[src/rtl/pixcmp_pkg.sv]
package pixcmp_pkg;
  typedef enum logic {SEQ_IDLE = 1'b0, SEQ_RUN = 1'b1} seq_state_t;
endpackage

[src/rtl/pixcmp_reftable.sv]
module pixcmp_reftable #(
  parameter int NREF   = 8,
  parameter int NPLANE = 3,
  parameter int REF_W  = 8,
  localparam int IW    = $clog2(NREF)
) (
  input  logic                     clk,
  input  logic                     rst,
  input  logic                     ref_we,
  input  logic [IW-1:0]            ref_idx,
  input  logic [REF_W-1:0]         ref_wdata,
  input  logic                     dis_we,
  input  logic [NPLANE-1:0]        dis_wdata,
  output logic [NREF-1:0]          ref_ok,
  output logic [NREF*NPLANE-1:0]   ref_col,
  output logic [NPLANE-1:0]        cmp_mask
);
  logic [NPLANE-1:0] dis_q;
  logic [NREF-1:0]   inv_q;
  logic [NPLANE-1:0] col_q [NREF];

  always_ff @(posedge clk) begin
    if (rst) dis_q <= '0;
    else if (dis_we) dis_q <= dis_wdata;
  end

  assign cmp_mask = ~dis_q;

  for (genvar e = 0; e < NREF; e++) begin : g_entry
    always_ff @(posedge clk) begin
      if (rst) begin
        inv_q[e] <= 1'b1;
        col_q[e] <= '0;
      end else if (ref_we && (ref_idx == IW'(e))) begin
        inv_q[e] <= ref_wdata[REF_W-1];
        col_q[e] <= ref_wdata[NPLANE-1:0];
      end
    end
    assign ref_ok[e] = ~inv_q[e];
    assign ref_col[e*NPLANE +: NPLANE] = col_q[e] & cmp_mask;
  end

  if (REF_W - 1 > NPLANE) begin : g_spare
    logic unused_spare_bits;
    assign unused_spare_bits = ^ref_wdata[REF_W-2:NPLANE];
  end
endmodule

[src/rtl/pixcmp_seq.sv]
module pixcmp_seq
  import pixcmp_pkg::*;
#(
  parameter int NPLANE = 3,
  parameter int PIX    = 8,
  parameter int AW     = 14,
  localparam int PW    = $clog2(NPLANE),
  localparam int PHW   = $clog2(NPLANE + 1)
) (
  input  logic                   clk,
  input  logic                   rst,
  input  logic                   start,
  input  logic [AW-1:0]          start_addr,
  output logic                   mem_rd_en,
  output logic [PW-1:0]          mem_rd_plane,
  output logic [AW-1:0]          mem_rd_addr,
  input  logic [PIX-1:0]         mem_rd_data,
  output logic                   busy,
  output logic                   accept,
  output logic                   eval_now,
  output logic [NPLANE*PIX-1:0]  planes
);
  seq_state_t        state_q;
  logic [PHW-1:0]    ph_q;
  logic [PIX-1:0]    cap_q [NPLANE-1];

  assign busy     = (state_q == SEQ_RUN);
  assign accept   = start && !busy;
  assign eval_now = busy && (int'(ph_q) == NPLANE);

  always_ff @(posedge clk) begin
    if (rst) begin
      state_q      <= SEQ_IDLE;
      ph_q         <= '0;
      mem_rd_en    <= 1'b0;
      mem_rd_plane <= '0;
      mem_rd_addr  <= '0;
    end else if (accept) begin
      state_q      <= SEQ_RUN;
      ph_q         <= '0;
      mem_rd_en    <= 1'b1;
      mem_rd_plane <= '0;
      mem_rd_addr  <= start_addr;
    end else if (busy) begin
      ph_q <= ph_q + 1'b1;
      if (int'(ph_q) + 1 < NPLANE) begin
        mem_rd_en    <= 1'b1;
        mem_rd_plane <= PW'(int'(ph_q) + 1);
      end else begin
        mem_rd_en <= 1'b0;
      end
      if (eval_now) state_q <= SEQ_IDLE;
    end
  end

  for (genvar c = 0; c < NPLANE - 1; c++) begin : g_cap
    always_ff @(posedge clk) begin
      if (rst) cap_q[c] <= '0;
      else if (busy && (int'(ph_q) == c + 1)) cap_q[c] <= mem_rd_data;
    end
    assign planes[c*PIX +: PIX] = cap_q[c];
  end
  assign planes[(NPLANE-1)*PIX +: PIX] = mem_rd_data;
endmodule

[src/rtl/pixcmp_match.sv]
module pixcmp_match #(
  parameter int NREF   = 8,
  parameter int NPLANE = 3,
  parameter int PIX    = 8
) (
  input  logic [NPLANE*PIX-1:0]  planes,
  input  logic [NREF-1:0]        ref_ok,
  input  logic [NREF*NPLANE-1:0] ref_col,
  input  logic [NPLANE-1:0]      cmp_mask,
  output logic [PIX-1:0]         hit
);
  for (genvar p = 0; p < PIX; p++) begin : g_pix
    logic [NPLANE-1:0] pcol;
    for (genvar k = 0; k < NPLANE; k++) begin : g_bit
      assign pcol[k] = planes[k*PIX + p] & cmp_mask[k];
    end
    always_comb begin
      hit[p] = 1'b0;
      for (int e = 0; e < NREF; e++) begin
        if (ref_ok[e] && (ref_col[e*NPLANE +: NPLANE] == pcol)) hit[p] = 1'b1;
      end
    end
  end
endmodule

[src/rtl/pixcmp_unit.sv]
module pixcmp_unit #(
  parameter int NREF   = 8,
  parameter int NPLANE = 3,
  parameter int PIX    = 8,
  parameter int REF_W  = 8,
  parameter int AW     = 14,
  localparam int IW    = $clog2(NREF),
  localparam int PW    = $clog2(NPLANE)
) (
  input  logic              clk,
  input  logic              rst,
  input  logic              ref_we,
  input  logic [IW-1:0]     ref_idx,
  input  logic [REF_W-1:0]  ref_wdata,
  input  logic              dis_we,
  input  logic [NPLANE-1:0] dis_wdata,
  input  logic              start,
  input  logic [AW-1:0]     start_addr,
  output logic              mem_rd_en,
  output logic [PW-1:0]     mem_rd_plane,
  output logic [AW-1:0]     mem_rd_addr,
  input  logic [PIX-1:0]    mem_rd_data,
  output logic [PIX-1:0]    status,
  output logic              done
);
  logic [NREF-1:0]         ref_ok;
  logic [NREF*NPLANE-1:0]  ref_col;
  logic [NPLANE-1:0]       cmp_mask;
  logic                    busy, accept, eval_now;
  logic [NPLANE*PIX-1:0]   planes;
  logic [PIX-1:0]          hit;

  pixcmp_reftable #(.NREF(NREF), .NPLANE(NPLANE), .REF_W(REF_W)) u_tab (
    .clk(clk), .rst(rst), .ref_we(ref_we), .ref_idx(ref_idx), .ref_wdata(ref_wdata),
    .dis_we(dis_we), .dis_wdata(dis_wdata), .ref_ok(ref_ok), .ref_col(ref_col),
    .cmp_mask(cmp_mask));

  pixcmp_seq #(.NPLANE(NPLANE), .PIX(PIX), .AW(AW)) u_seq (
    .clk(clk), .rst(rst), .start(start), .start_addr(start_addr),
    .mem_rd_en(mem_rd_en), .mem_rd_plane(mem_rd_plane), .mem_rd_addr(mem_rd_addr),
    .mem_rd_data(mem_rd_data), .busy(busy), .accept(accept), .eval_now(eval_now),
    .planes(planes));

  pixcmp_match #(.NREF(NREF), .NPLANE(NPLANE), .PIX(PIX)) u_match (
    .planes(planes), .ref_ok(ref_ok), .ref_col(ref_col), .cmp_mask(cmp_mask), .hit(hit));

  always_ff @(posedge clk) begin
    if (rst) begin
      status <= '0;
      done   <= 1'b0;
    end else begin
      done <= eval_now;
      if (accept) status <= '0;
      else if (eval_now) status <= hit;
    end
  end
endmodule

[config.mk]
export PLATFORM = sky130hd
export DESIGN_NAME = pixcmp_unit
export DESIGN_NICKNAME = d
export VERILOG_FILES = /design/src/rtl/pixcmp_pkg.sv /design/src/rtl/pixcmp_reftable.sv /design/src/rtl/pixcmp_seq.sv /design/src/rtl/pixcmp_match.sv /design/src/rtl/pixcmp_unit.sv
export SDC_FILE = /design/constraint.sdc
export NUM_CORES = 1
export LEC_CHECK = 0
export BUFFER_PORTS_ARGS = -buffer_cell sky130_fd_sc_hd__buf_2
export CORE_MARGIN = 2
export CORE_UTILIZATION = 40
export DETAILED_ROUTE_END_ITERATION = 16
export PLACE_DENSITY = 0.61
export SLEW_MARGIN = 20
export SYNTH_ARGS = -nofsm -noshare
export SYNTH_HDL_FRONTEND = slang
export SYNTH_SLANG_ARGS = --single-unit
[constraint.sdc]
create_clock -name clk -period 2.8 [get_ports clk]
set_input_delay 0.14 -clock clk [delete_from_list [all_inputs] [get_ports clk]]
set_output_delay 0.14 -clock clk [all_outputs]
set_load 0.03 [all_outputs]
[Word-level counts from Yosys, hierarchy flattened]
Memories as Yosys holds them, arrays and structs flattened.
Index checks and enable logic that the tools add are counted.
Storage, ports and cells
  register bits after elaboration: 40
  bits in latches: 0
  memory bits (writable): 40
  memory bits (read-only): 0
  input port bits: 41
  output and inout bits: 26
  word-level logic and storage cells: 339
  memories kept: 2
Memory list
  u_tab.col_q: words 8, width 3, read ports 8, clocked after memory_dff 0, write ports 8, RTL line pixcmp_reftable.sv:20  | logic [NPLANE-1:0] col_q [NREF];
  u_seq.cap_q: words 2, width 8, read ports 2, clocked after memory_dff 0, write ports 2, RTL line pixcmp_seq.sv:25  | logic [PIX-1:0] cap_q [NPLANE-1];
Cells by class
  add/subtract/negate cells: 2
  multipliers: 0
  div/mod/pow operators: 0
  $lt $le $gt $ge: 1
  equality and inequality tests: 74
  shift-type cells: 0
  muxes and demuxes: 112
  bitwise operators: 51
  reductions and logical operators: 81
Operator list (count)
  $eq 3x3->1: 64
  $mux 1: 102
  $logic_and 1x1->1: 76
  $lt 32x3->1 const B: 1
  $and 1x1->1: 24
  $and 3x3->3: 8
  $mux 3: 8
  $mux 8: 2
  $eq 3x3->1 const B: 4
  $or 1x1->1: 10
  $not 1->1: 8
  $eq 3x2->1 const B: 2
  $eq 2x2->1 const B: 2
  $add 2x1->3 const B: 1
  $eq 3x1->1 const B: 1
  $logic_not 3->1: 1
  $not 3->3: 1
  $add 2x1->2 const B: 1
  $eq 2x1->1 const B: 1
  $reduce_and 2->1: 1
  $reduce_bool 2->1: 1
  $reduce_or 2->1: 1
  $logic_not 1->1: 1

[Logic depth before layout (Yosys ltp)]
Gate-level depths: netlist of run 1.
  word-level depth: 12
  gate-level depth with buffers: 6
  gate-level depth less buffers: 6

[Cells and area by module]
Synthesis of run 1 repeated with hierarchy kept, for this count alone.
Unflattened totals
  cell total of the unflattened synthesis: 672
  area total of the unflattened synthesis: 6194.7 um^2
Modules (own cells, without submodules)
  pixcmp_match: times used 1, cells an instance 355, area an instance 2693.8 um^2
  pixcmp_reftable: times used 1, cells an instance 149, area an instance 1706.6 um^2
  pixcmp_seq: times used 1, cells an instance 139, area an instance 1471.4 um^2
  pixcmp_unit: times used 1, cells an instance 29, area an instance 322.8 um^2

[Worst setup path after synthesis of run 1]
No wires, ideal clock.
  path type: register -> register
  from: memory u_tab.col_q[1][2] (netlist: u_tab.col_q[0][5])
  to: register status[1]
  library setup time: 0.127 ns
  arrival: 1.168 ns
  setup slack: 1.506 ns
  stages on the path, launching flop included: 7
  cell sequence: edfxtp_1 > buf_6 > xnor2_1 > o22ai_1 > nor3_1 > nor4_1 > a31oi_1
RTL lines
  start, declared: RTL line pixcmp_reftable.sv:20
  end signal, assigned: RTL line pixcmp_unit.sv:54  | else if (eval_now) status <= hit;
  end, declared: RTL line pixcmp_unit.sv:23  | output logic [PIX-1:0] status,

[Worst setup path in the final report of run 1]
  from: register u_tab.dis_q[2]
  to: register status[7]
Between the ends
  cells in the longest elaborated chain, start to end: 12
Ends and longest elaborated chain
  start, declared: RTL line pixcmp_reftable.sv:18  | logic [NPLANE-1:0] dis_q;
  start signal, assigned: RTL line pixcmp_reftable.sv:24  | else if (dis_we) dis_q <= dis_wdata;
  $not 3->3 *: RTL line pixcmp_reftable.sv:27  | assign cmp_mask = ~dis_q;
  $and 3x3->3 or $and 1x1->1 (tied branches): RTL line pixcmp_reftable.sv:40, pixcmp_match.sv:15
  $eq 3x3->1: RTL line pixcmp_match.sv:20  | if (ref_ok[e] && (ref_col[e*NPLANE +: NPLANE] == pcol)) hit[p] = 1'b1;
  $logic_and 1x1->1: RTL line pixcmp_match.sv:20
  $mux 1 (7 in series): RTL line pixcmp_match.sv:20
  $mux 1 *: RTL line pixcmp_match.sv:20
Mark *: on every way between the ends. The rest lies on a longest branch, timed or not.
A chain may end at the register's enable or synchronous reset.

==> results of run 1 <==
[critical path, stage by stage, from the launching register on]
cell     delay [ns]
dfxtp_2        0.79
buf_4          0.36
o22ai_1        0.12
nor3_1         0.26
nor4_1         0.11
a31oi_1        0.16
[synth_stat cells (2+ instances only)]
| master | instances |
|---|---|
| nand2_1 | 31 |
| o21bai_2 | 2 |
| and2_1 | 39 |
| o21ai_0 | 8 |
| buf_6 | 21 |
| o22ai_1 | 64 |
| nand3b_1 | 2 |
| o21bai_1 | 7 |
| and2_2 | 2 |
| nor2_1 | 97 |
| dfxtp_1 | 40 |
| mux2i_1 | 3 |
| a21oi_1 | 26 |
| ha_1 | 4 |
| edfxtp_1 | 40 |
| a31oi_1 | 8 |
| buf_2 | 20 |
| nor3_1 | 75 |
| xnor2_1 | 193 |
| inv_1 | 4 |
| nor4_1 | 8 |
| buf_4 | 36 |
| clkbuf_1 | 8 |
| nand2b_1 | 6 |
[state kept, by name (all words and copies together), names as in the netlist, 2 cells and up]
name                count
u_tab.dis_q             3
u_tab.inv_q             8
u_seq.cap_q            16
status                  8
u_seq.ph_q              2
u_seq.mem_rd_plane      2
u_seq.mem_rd_addr      14
u_tab.col_q            24
[cells in the final DEF, fill, tap and decap left out]
cell type / synthesis / final
clkinv_4: 0 / 1
o22ai_1: 64 / 64
nand2b_1: 6 / 6
nor2b_2: 1 / 1
xnor2_1: 193 / 193
o21bai_2: 2 / 2
nand3_1: 1 / 1
a31oi_1: 8 / 8
inv_1: 4 / 4
o21bai_1: 7 / 7
nor4_1: 8 / 8
or2_1: 1 / 1
ha_1: 4 / 4
and2_2: 2 / 2
edfxtp_1: 40 / 40
inv_6: 0 / 1
nor3_2: 1 / 1
o21ai_0: 8 / 8
clkbuf_16: 0 / 10
clkbuf_8: 1 / 1
clkinv_2: 0 / 1
a21oi_1: 26 / 26
clkbuf_1: 8 / 2
dfxtp_2: 0 / 3
a211oi_1: 1 / 1
nor2_1: 97 / 97
dfxtp_1: 40 / 37
nor3_1: 75 / 75
nand2_1: 31 / 31
buf_4: 36 / 3
buf_12: 0 / 2
nand3b_1: 2 / 2
buf_2: 20 / 62
and2_1: 39 / 39
or3b_1: 1 / 1
mux2i_1: 3 / 3
[cell families after synthesis]
group / count (synthesis) / synth area share, %
and+or+nand+nor: 265 / 19.6
xor gates and xnor gates: 193 / 26.4
AOI/OAI and AO/OA: 116 / 11.0
buffers and inverters: 91 / 10.5
DFF: 80 / 31.3
adders and majority gates: 4 / 0.782
muxes: 3 / 0.469
[metrics by stage]
step / std cells / power (mW) / hold slack (ns) / setup slack (ns) / area [um^2]
finish: 964 / 3.29 / 0.0338 / 0.930 / 6690
global route: 964 / 3.46 / 0.0401 / 0.830 / 6690
CTS: 964 / 3.32 / 0.0240 / 0.936 / 6690
detailed placement: 948 / 2.16 / 0.385 / 0.958 / 6390
global placement: 948 / 2.15 / 0.383 / 0.949 / 6390
floorplan: 752 / 2.07 / 0.276 / 1.51 / 6400
[power groups by stage]
| stage | combinational [mW] | sequential, mW | clock (mW) |
|---|---|---|---|
| 6_report | 0.662 | 1.48 | 1.15 |
| 5_1_grt | 0.737 | 1.49 | 1.23 |
| 4_1_cts | 0.664 | 1.47 | 1.18 |
| 3_5_place_dp | 0.662 | 1.50 | 0 |
| 3_3_place_gp | 0.652 | 1.50 | 0 |
| 2_1_floorplan | 0.711 | 1.36 | 0 |
[worst paths after layout]
kind | startpoint | endpoint | slack (ns)
worst max-delay path | u_tab.dis_q[2] | status[7] | 0.93
worst min-delay path | start_addr[13] | u_seq.mem_rd_addr[13] | 0.03
worst max register to register | u_tab.dis_q[2] | status[7] | 0.93
worst min register to register | u_seq.mem_rd_addr[6] | u_seq.mem_rd_addr[6] | 0.45
[layout make-up]
class	instances	area, um^2	share of cell area (%)
clock buffers	13	272	4.06
multi-input cells	581	3730	55.8
flip-flops and latches	80	2010	30.0
clock inverters	3	22.5	0.337
inverters	4	15.0	0.225
well taps	216	270	4.04
repair buffers	67	373	5.58
[routing by layer]
layer / wire length [um] / up-vias / track usage, %
met5: 0 / - / 0
met4: 209 / 0 / 5.51
met3: 772 / 20 / 3.05
met2: 7200 / 138 / 29.6
met1: 7670 / 2338 / 28.1
li1: - / 2499 / -
==> impl_metrics.py, run 1 <==
metrics = {
    "status": {
        "status": "finished clean",
    },
    "global_routing": {
        "grt_pass1_wl_mm": 25.7,
        "antenna_found_initial": 0,
        "grtUsageTotal_pct": 19.3,
        "grt_start_max_net_pins": 40,
        "overflow": 0,
        "first_global_vias": 4587,
    },
    "sta": {
        "tightestPinTransition_ns": 0.730,
        "fin_crit_sh_pct": 66.8,
        "period_minus_slack_ns": 1.87,
        "rsz0062_at_grt": "no",
        "fin_setup_tns_ns": 0,
        "setup_viol": 0,
        "finClkSkew_ns": 0.00459,
        "finalHoldViolations": 0,
        "max_freq_mhz": 535,
        "slew-limit-headroom_pct": 51.3,
        "drv_slew": 0,
    },
    "floorplan": {
        "rows": 46,
        "core_area_um2": 15800,
        "die_h_um": 131,
        "dieWidth_um": 131,
        "start_util_pct": 40.6,
        "ios": 67,
        "die-area_um2": 17000,
    },
    "pwr": {
        "p_leak_nw": 2.21,
        "power_switching_mw": 0.977,
        "switching_share_pct": 29.7,
        "internal-power_mw": 2.32,
        "vdd_ir_drop_max_mv": 0.326,
        "clkPwrFrac_pct": 35.0,
        "power_frac_seq_pct": 44.9,
        "p_per_area_nw_per_um2": 492,
        "combinationalPowerShare_pct": 20.1,
    },
    "clocking": {
        "clk_latency_ns": 0.34,
        "post_cts_resized": 0,
        "clk_pin_slew_worst_paths_ns": 0.06,
        "clock-sinks": 80,
        "cts_root_buf": "clkbuf_16",
        "cts_buffers": 9,
        "cts_buffer_depth": 2,
        "post_cts_buffers": 0,
        "hold_buffers": 0,
        "cts_tree": "built",
        "cts.htree.levels": 3,
    },
    "min_path": {
        "whs_path_depth": 3,
        "hold_path_class": "primary input to flop",
    },
    "route": {
        "drtPass1Iterations": 4,
        "vias": 4995,
        "drcViolationCount": 0,
        "final_antenna_net_count": 0,
        "drt_first_iter_violations": 454,
        "vias_per_cell": 5.18,
        "wl_per_cell_um": 16.4,
        "routed_wl_mm": 15.9,
    },
    "logic_synthesis": {
        "ys.flop_type": "edfxtp_1",
        "yosysTopAreaCell": "xnor2_1",
        "syn_avg_cell_area_um2": 8.51,
        "synthArstFlopShare_pct": 0,
        "ys_ff_latch": 80,
        "syn_area_um2": 6400,
        "ys_top_cells_by_area": "xnor2_1, edfxtp_1, dfxtp_1, o22ai_1, nor3_1",
        "synth_cell_types": 32,
        "ys_seq_area_share_pct": 31.3,
        "syn_inst": 752,
        "ys.warnings.count": 0,
        "syn_nets": 797,
        "synth_edf_count": 40,
        "synth_top_area_share_pct": 26.4,
    },
    "setup_path": {
        "cp_data_required_time_ns": 3.07,
        "start_kind": "flop",
        "crit_fanout": 35,
        "cp-end-kind": "flop",
        "arrival_ns": 2.14,
        "reg2reg_depth": 5,
        "crit_type": "flop to flop",
    },
    "layout": {
        "fill_cells": 1638,
        "final_util_pct": 42.4,
        "syn2layout_area_growth_pct": 4.48,
        "layout.nets": 788,
        "diodes": 0,
        "drive_above_1_share_pct": 12.0,
    },
    "place": {
        "port_buffers": 62,
        "place_congestion": 0.848,
        "dp.final_hpwl_mm": 11.5,
    },
    "job": {
        "max-cap-violations": 0,
    },
}
Power figures use the tool's default switching activity.
==> inputs of run 2 (changes only) <==
PLACE_DENSITY = 0.63   (was 0.61)
clock period = 1.7 ns   (was 2.8 ns; I/O delays follow)
==> impl_metrics.py, run 2 (synthesis gave the netlist of run 1 again) <==
metrics = {
    "status": {
        "status": "finished clean",
    },
    "route": {
        "drt_first_iter_violations": 491,
        "routed_wl_mm": 16.6,
        "wl_per_cell_um": 16.0,
        "final_antenna_net_count": 0,
        "vias": 5355,
        "drtPass1Iterations": 4,
        "drcViolationCount": 0,
        "vias_per_cell": 5.18,
    },
    "sta": {
        "finClkSkew_ns": 0.00718,
        "worst_hold_slack_ns": 0.00980,
        "tightestPinTransition_ns": 0.769,
        "slew-limit-headroom_pct": 48.5,
        "layout_setup_ws_ns": 0.0420,
        "rsz0062_at_grt": "no",
        "period_minus_slack_ns": 1.66,
        "fin_crit_sh_pct": 97.5,
        "max_freq_mhz": 603,
        "drv_slew": 0,
        "setup_viol": 0,
        "fin_setup_tns_ns": 0,
        "finalHoldViolations": 0,
    },
    "layout": {
        "reg_top3": "u_tab.col_q x24, u_seq.cap_q x16, u_seq.mem_rd_addr x14",
        "diodes": 0,
        "largest-register": "u_tab.col_q",
        "layout_common_cells": "xnor2_1, nor2_1, nor3_1, o22ai_1, buf_2",
        "largest_register_ffs": 24,
        "fill_cells": 1583,
        "regArea_um2": 2010,
        "drive_above_1_share_pct": 17.8,
        "layout.nets": 858,
        "syn2layout_area_growth_pct": 14.0,
        "multi_input_area_um2": 3730,
        "final_common_cell": "xnor2_1",
    },
    "clocking": {
        "post_cts_resized": 0,
        "cts_root_buf": "clkbuf_16",
        "clk_pin_slew_worst_paths_ns": 0.06,
        "cts_tree": "built",
        "clk_latency_ns": 0.34,
        "cts_buffer_depth": 2,
        "cts_buffers": 9,
        "clock-sinks": 80,
        "cts.htree.levels": 3,
    },
    "setup_path": {
        "startpoint": "u_seq.busy",
        "reg2reg_depth": 4,
        "r2r_end": "status[1]",
        "start_kind": "flop",
        "cp_data_required_time_ns": 1.96,
        "timing.rr.start": "u_seq.busy",
        "reg2reg_slack_ns": 0.04,
        "crit_type": "flop to flop",
        "crit_fanout": 8,
        "arrival_ns": 1.91,
        "cp-end-kind": "flop",
    },
    "min_path": {
        "holdPathEnd": "u_tab.dis_q[0]",
        "hold_path_class": "primary input to flop",
        "whs_path_depth": 3,
        "hold_start": "dis_wdata[0]",
    },
    "pwr": {
        "power_frac_seq_pct": 40.4,
        "vdd_ir_drop_max_mv": 0.552,
        "p_per_area_nw_per_um2": 786,
        "internal-power_mw": 4.07,
        "switching_share_pct": 29.0,
        "p_leak_nw": 2.56,
        "power_switching_mw": 1.66,
        "power_mw": 5.74,
        "clkPwrFrac_pct": 35.8,
        "combinationalPowerShare_pct": 23.8,
    },
    "floorplan": {
        "start_util_pct": 40.6,
        "die-area_um2": 17000,
        "die_h_um": 131,
        "ios": 67,
        "dieWidth_um": 131,
        "core_area_um2": 15800,
        "rows": 46,
    },
    "place": {
        "place_congestion": 0.867,
        "port_buffers": 62,
        "pre_cts_slack_ns": 0.0740,
        "dp.final_hpwl_mm": 12.0,
    },
    "global_routing": {
        "grt_pass1_wl_mm": 25.7,
        "antenna_found_initial": 0,
        "overflow": 0,
        "grtUsageTotal_pct": 19.4,
        "first_global_vias": 4805,
        "grt_start_max_net_pins": 51,
    },
    "job": {
        "max-cap-violations": 0,
    },
}
==> run 2: routing by layer <==
layer | wire (um) | track usage, % | vias to the layer above
li1 | - | - | 2643
met1 | 7650 | 27.1 | 2521
met2 | 7710 | 30.6 | 166
met3 | 894 | 3.75 | 25
met4 | 304 | 5.63 | 0
met5 | 0 | 0 | -
==> run 2: critical path, cell delays in order (launching register included) <==
cell and delay (ns):
dfxtp_1 0.44, nor2b_2 0.07, nor2_1 0.59, o21ai_0 0.25, a31oi_1 0.23
==> run 2: through the flow <==
stage          util [%]  cells  area (um^2)
2_1_floorplan         -    752         6400
3_3_place_gp       42.4    986         6690
3_5_place_dp       42.4    986         6690
6_report           46.3   1034         7300
4_1_cts            45.5   1018         7180
5_1_grt            46.3   1034         7300
==> run 2: what timing repair did <==
item / in CTS / in global routing
setup buffers: 0 / 16
endpoints found under the hold margin: 16 / 0
hold buffers: 16 / 0
setup endpoints to repair: 0 / 4
==> run 2: power groups by stage <==
stage / clock network (mW) / logic [mW] / registers, mW
detailed placement: 0 / 1.28 / 2.36
global placement: 0 / 1.26 / 2.36
global route: 2.18 / 1.50 / 2.33
floorplan: 0 / 1.17 / 2.24
CTS: 2.10 / 1.31 / 2.32
finish: 2.06 / 1.36 / 2.32
==> run 2: worst max-delay path by stage <==
| stage | to | slack, ns | depth (start not counted) |
|---|---|---|---|
| floorplan | status[1] | 0.41 | 6 |
| finish | status[1] | 0.04 | 4 |
| CTS | status[1] | 0.07 | 5 |
| global placement | status[1] | 0.09 | 5 |
| global route | status[3] | 0.0006 | 5 |
| detailed placement | status[1] | 0.07 | 5 |
==> run 2: cell type report <==
cell class              instances  share of cell area (%)
inverters                       4                   0.206
multi-input cells             581                    51.1
well taps                     216                    3.70
repair buffers                137                    13.0
flip-flops and latches         80                    27.5
clock inverters                 3                   0.326
clock buffers                  13                    4.15
==> inputs of run 3 (changes only) <==
BUFFER_PORTS_ARGS = not set   (was -buffer_cell sky130_fd_sc_hd__buf_2)
DONT_BUFFER_PORTS = 1   (was not set)
GPL_ROUTABILITY_DRIVEN = 0   (was not set)
PLACE_DENSITY = 0.59   (was 0.63)
clock period = 1.4 ns   (was 1.7 ns; I/O delays follow)
==> impl_metrics.py, run 3 (synthesis gave the netlist of run 1 again) <==
metrics = {
    "layout": {
        "final_common_cell": "xnor2_1",
        "fill_cells": 1457,
        "layout_common_cells": "xnor2_1, buf_4, nor2_1, o22ai_1, nor3_1",
        "syn2layout_area_growth_pct": 28.3,
        "layout.nets": 897,
        "stdcell_count": 1073,
        "drive_above_1_share_pct": 24.6,
        "largest_register_ffs": 24,
        "diodes": 0,
        "reg_top3": "u_tab.col_q x24, u_seq.cap_q x16, u_seq.mem_rd_addr x14",
        "largest-register": "u_tab.col_q",
    },
    "sta": {
        "max_freq_mhz": 602,
        "worst_hold_slack_ns": -0.110,
        "tightestPinTransition_ns": 1.01,
        "rsz0062_at_grt": "yes",
        "fin_crit_sh_pct": 119,
        "period_minus_slack_ns": 1.66,
        "finClkSkew_ns": 0.00698,
        "setup_viol": 8,
        "slew-limit-headroom_pct": 32.9,
        "finalHoldViolations": 1,
        "fin_setup_tns_ns": -1.45,
        "layout_setup_ws_ns": -0.262,
        "drv_slew": 0,
    },
    "pwr": {
        "power_mw": 6.94,
        "p_per_area_nw_per_um2": 845,
        "vdd_ir_drop_max_mv": 0.874,
        "p_leak_nw": 2.91,
    },
    "floorplan": {
        "rows": 46,
        "start_util_pct": 40.6,
        "dieWidth_um": 131,
        "core_area_um2": 15800,
        "ios": 67,
        "die_h_um": 131,
        "die-area_um2": 17000,
    },
    "clocking": {
        "cts_tree": "built",
        "cts_buffer_depth": 2,
        "clock-sinks": 80,
        "cts_buffers": 9,
        "cts.htree.levels": 3,
        "clk_pin_slew_worst_paths_ns": 0.06,
        "cts_root_buf": "clkbuf_16",
        "clk_latency_ns": 0.35,
    },
    "place": {
        "port_buffers": 0,
        "dp.final_hpwl_mm": 14.4,
        "pre_cts_slack_ns": -0.325,
        "dp.cells": 1000,
    },
    "setup_path": {
        "reg2reg_slack_ns": -0.26,
        "cp_data_required_time_ns": 1.62,
        "start_kind": "flop",
        "arrival_ns": 1.88,
        "startpoint": "u_seq.cap_q[1][3]",
        "timing.rr.start": "u_seq.cap_q[1][3]",
        "cp-end-kind": "flop",
        "r2r_end": "status[3]",
        "crit_type": "flop to flop",
        "endpoint": "status[3]",
        "crit_fanout": 5,
        "reg2reg_depth": 6,
    },
    "status": {
        "violations": "negative hold slack, negative setup slack",
        "status": "complete, but fails checks",
    },
    "route": {
        "drt_first_iter_violations": 575,
        "vias_per_cell": 5.50,
        "drcViolationCount": 0,
        "drtPass1Iterations": 5,
        "final_antenna_net_count": 0,
        "vias": 5901,
        "wl_per_cell_um": 19.4,
        "routed_wl_mm": 20.8,
    },
    "global_routing": {
        "grtUsageTotal_pct": 24.2,
        "first_global_vias": 5597,
        "antenna_found_initial": 0,
        "grt_pass1_wl_mm": 31.2,
        "overflow": 0,
        "grt_start_max_net_pins": 30,
    },
    "min_path": {
        "hold_path_class": "primary input to flop",
    },
    "job": {
        "max-cap-violations": 0,
    },
}
run 3: cell count changes in the layout (fill, tap and decap cells not counted), moves of 8 or more:
cell / change
nor3_2: +21
nor3_1: -21
xnor2_1: -9
buf_2: -62
xnor2_2: +8
dlygate4sd3_1: +14
buf_4: +53
buf_6: +24
run 3: worst min-delay path by stage:
stage	startpoint	endpoint	depth (start not counted)
6_report	dis_wdata[0]	u_tab.dis_q[0]	2
4_1_cts	start	u_seq.ph_q[0]	3
5_1_grt	dis_wdata[0]	u_tab.dis_q[0]	2
3_3_place_gp	rst	u_tab.dis_q[1]	1
3_5_place_dp	rst	u_tab.dis_q[0]	1
2_1_floorplan	start_addr[0]	u_seq.mem_rd_addr[0]	2
run 3: critical path, stage by stage (launching register included):
cell and delay (ns):
edfxtp_1 0.55, buf_4 0.24, xnor2_1 0.13, o22ai_1 0.19
nor3_2 0.07, nor3_2 0.23, a31oi_1 0.12
run 3: metal layers:
metal	track usage [%]	vias up	wire length, um
li1	-	2724	-
met1	32.7	2810	8530
met2	36.6	303	9490
met3	5.99	64	1880
met4	11.1	0	908
met5	0	-	0
run 3: final cells by class:
| type | count | area [um^2] | share of cell area (%) |
|---|---|---|---|
| Timing Repair Buffer | 176 | 1670 | 20.4 |
| Multi-Input combinational cell | 581 | 3970 | 48.4 |
| Clock buffer | 11 | 233 | 2.83 |
| Tap cell | 216 | 270 | 3.29 |
| Sequential cell | 80 | 2010 | 24.5 |
| Inverter | 4 | 15.0 | 0.183 |
| Clock inverter | 5 | 33.8 | 0.411 |
run 3: metrics by stage:
step / area (um^2) / util [%]
floorplan: 6400 / -
detailed placement: 7010 / 44.5
global route: 8210 / 52.1
CTS: 7920 / 50.2
finish: 8210 / 52.1
global placement: 7010 / 44.5
run 3: power breakdown:
group          switching (mW)  internal (mW)
registers               0.214           2.58
logic                   0.935           1.07
clock network           0.946           1.20
run 3: what timing repair did:
| item | 4_1_cts | 5_1_grt |
|---|---|---|
| gates resized for setup | 33 | 40 |
| pin swaps | 21 | 26 |
| cloned | 1 | 2 |
| setup endpoints to repair | 9 | 55 |
| hold endpoints to repair | 74 | 1 |
| hold buffers | 31 | 1 |
| buffers inserted | 18 | 5 |
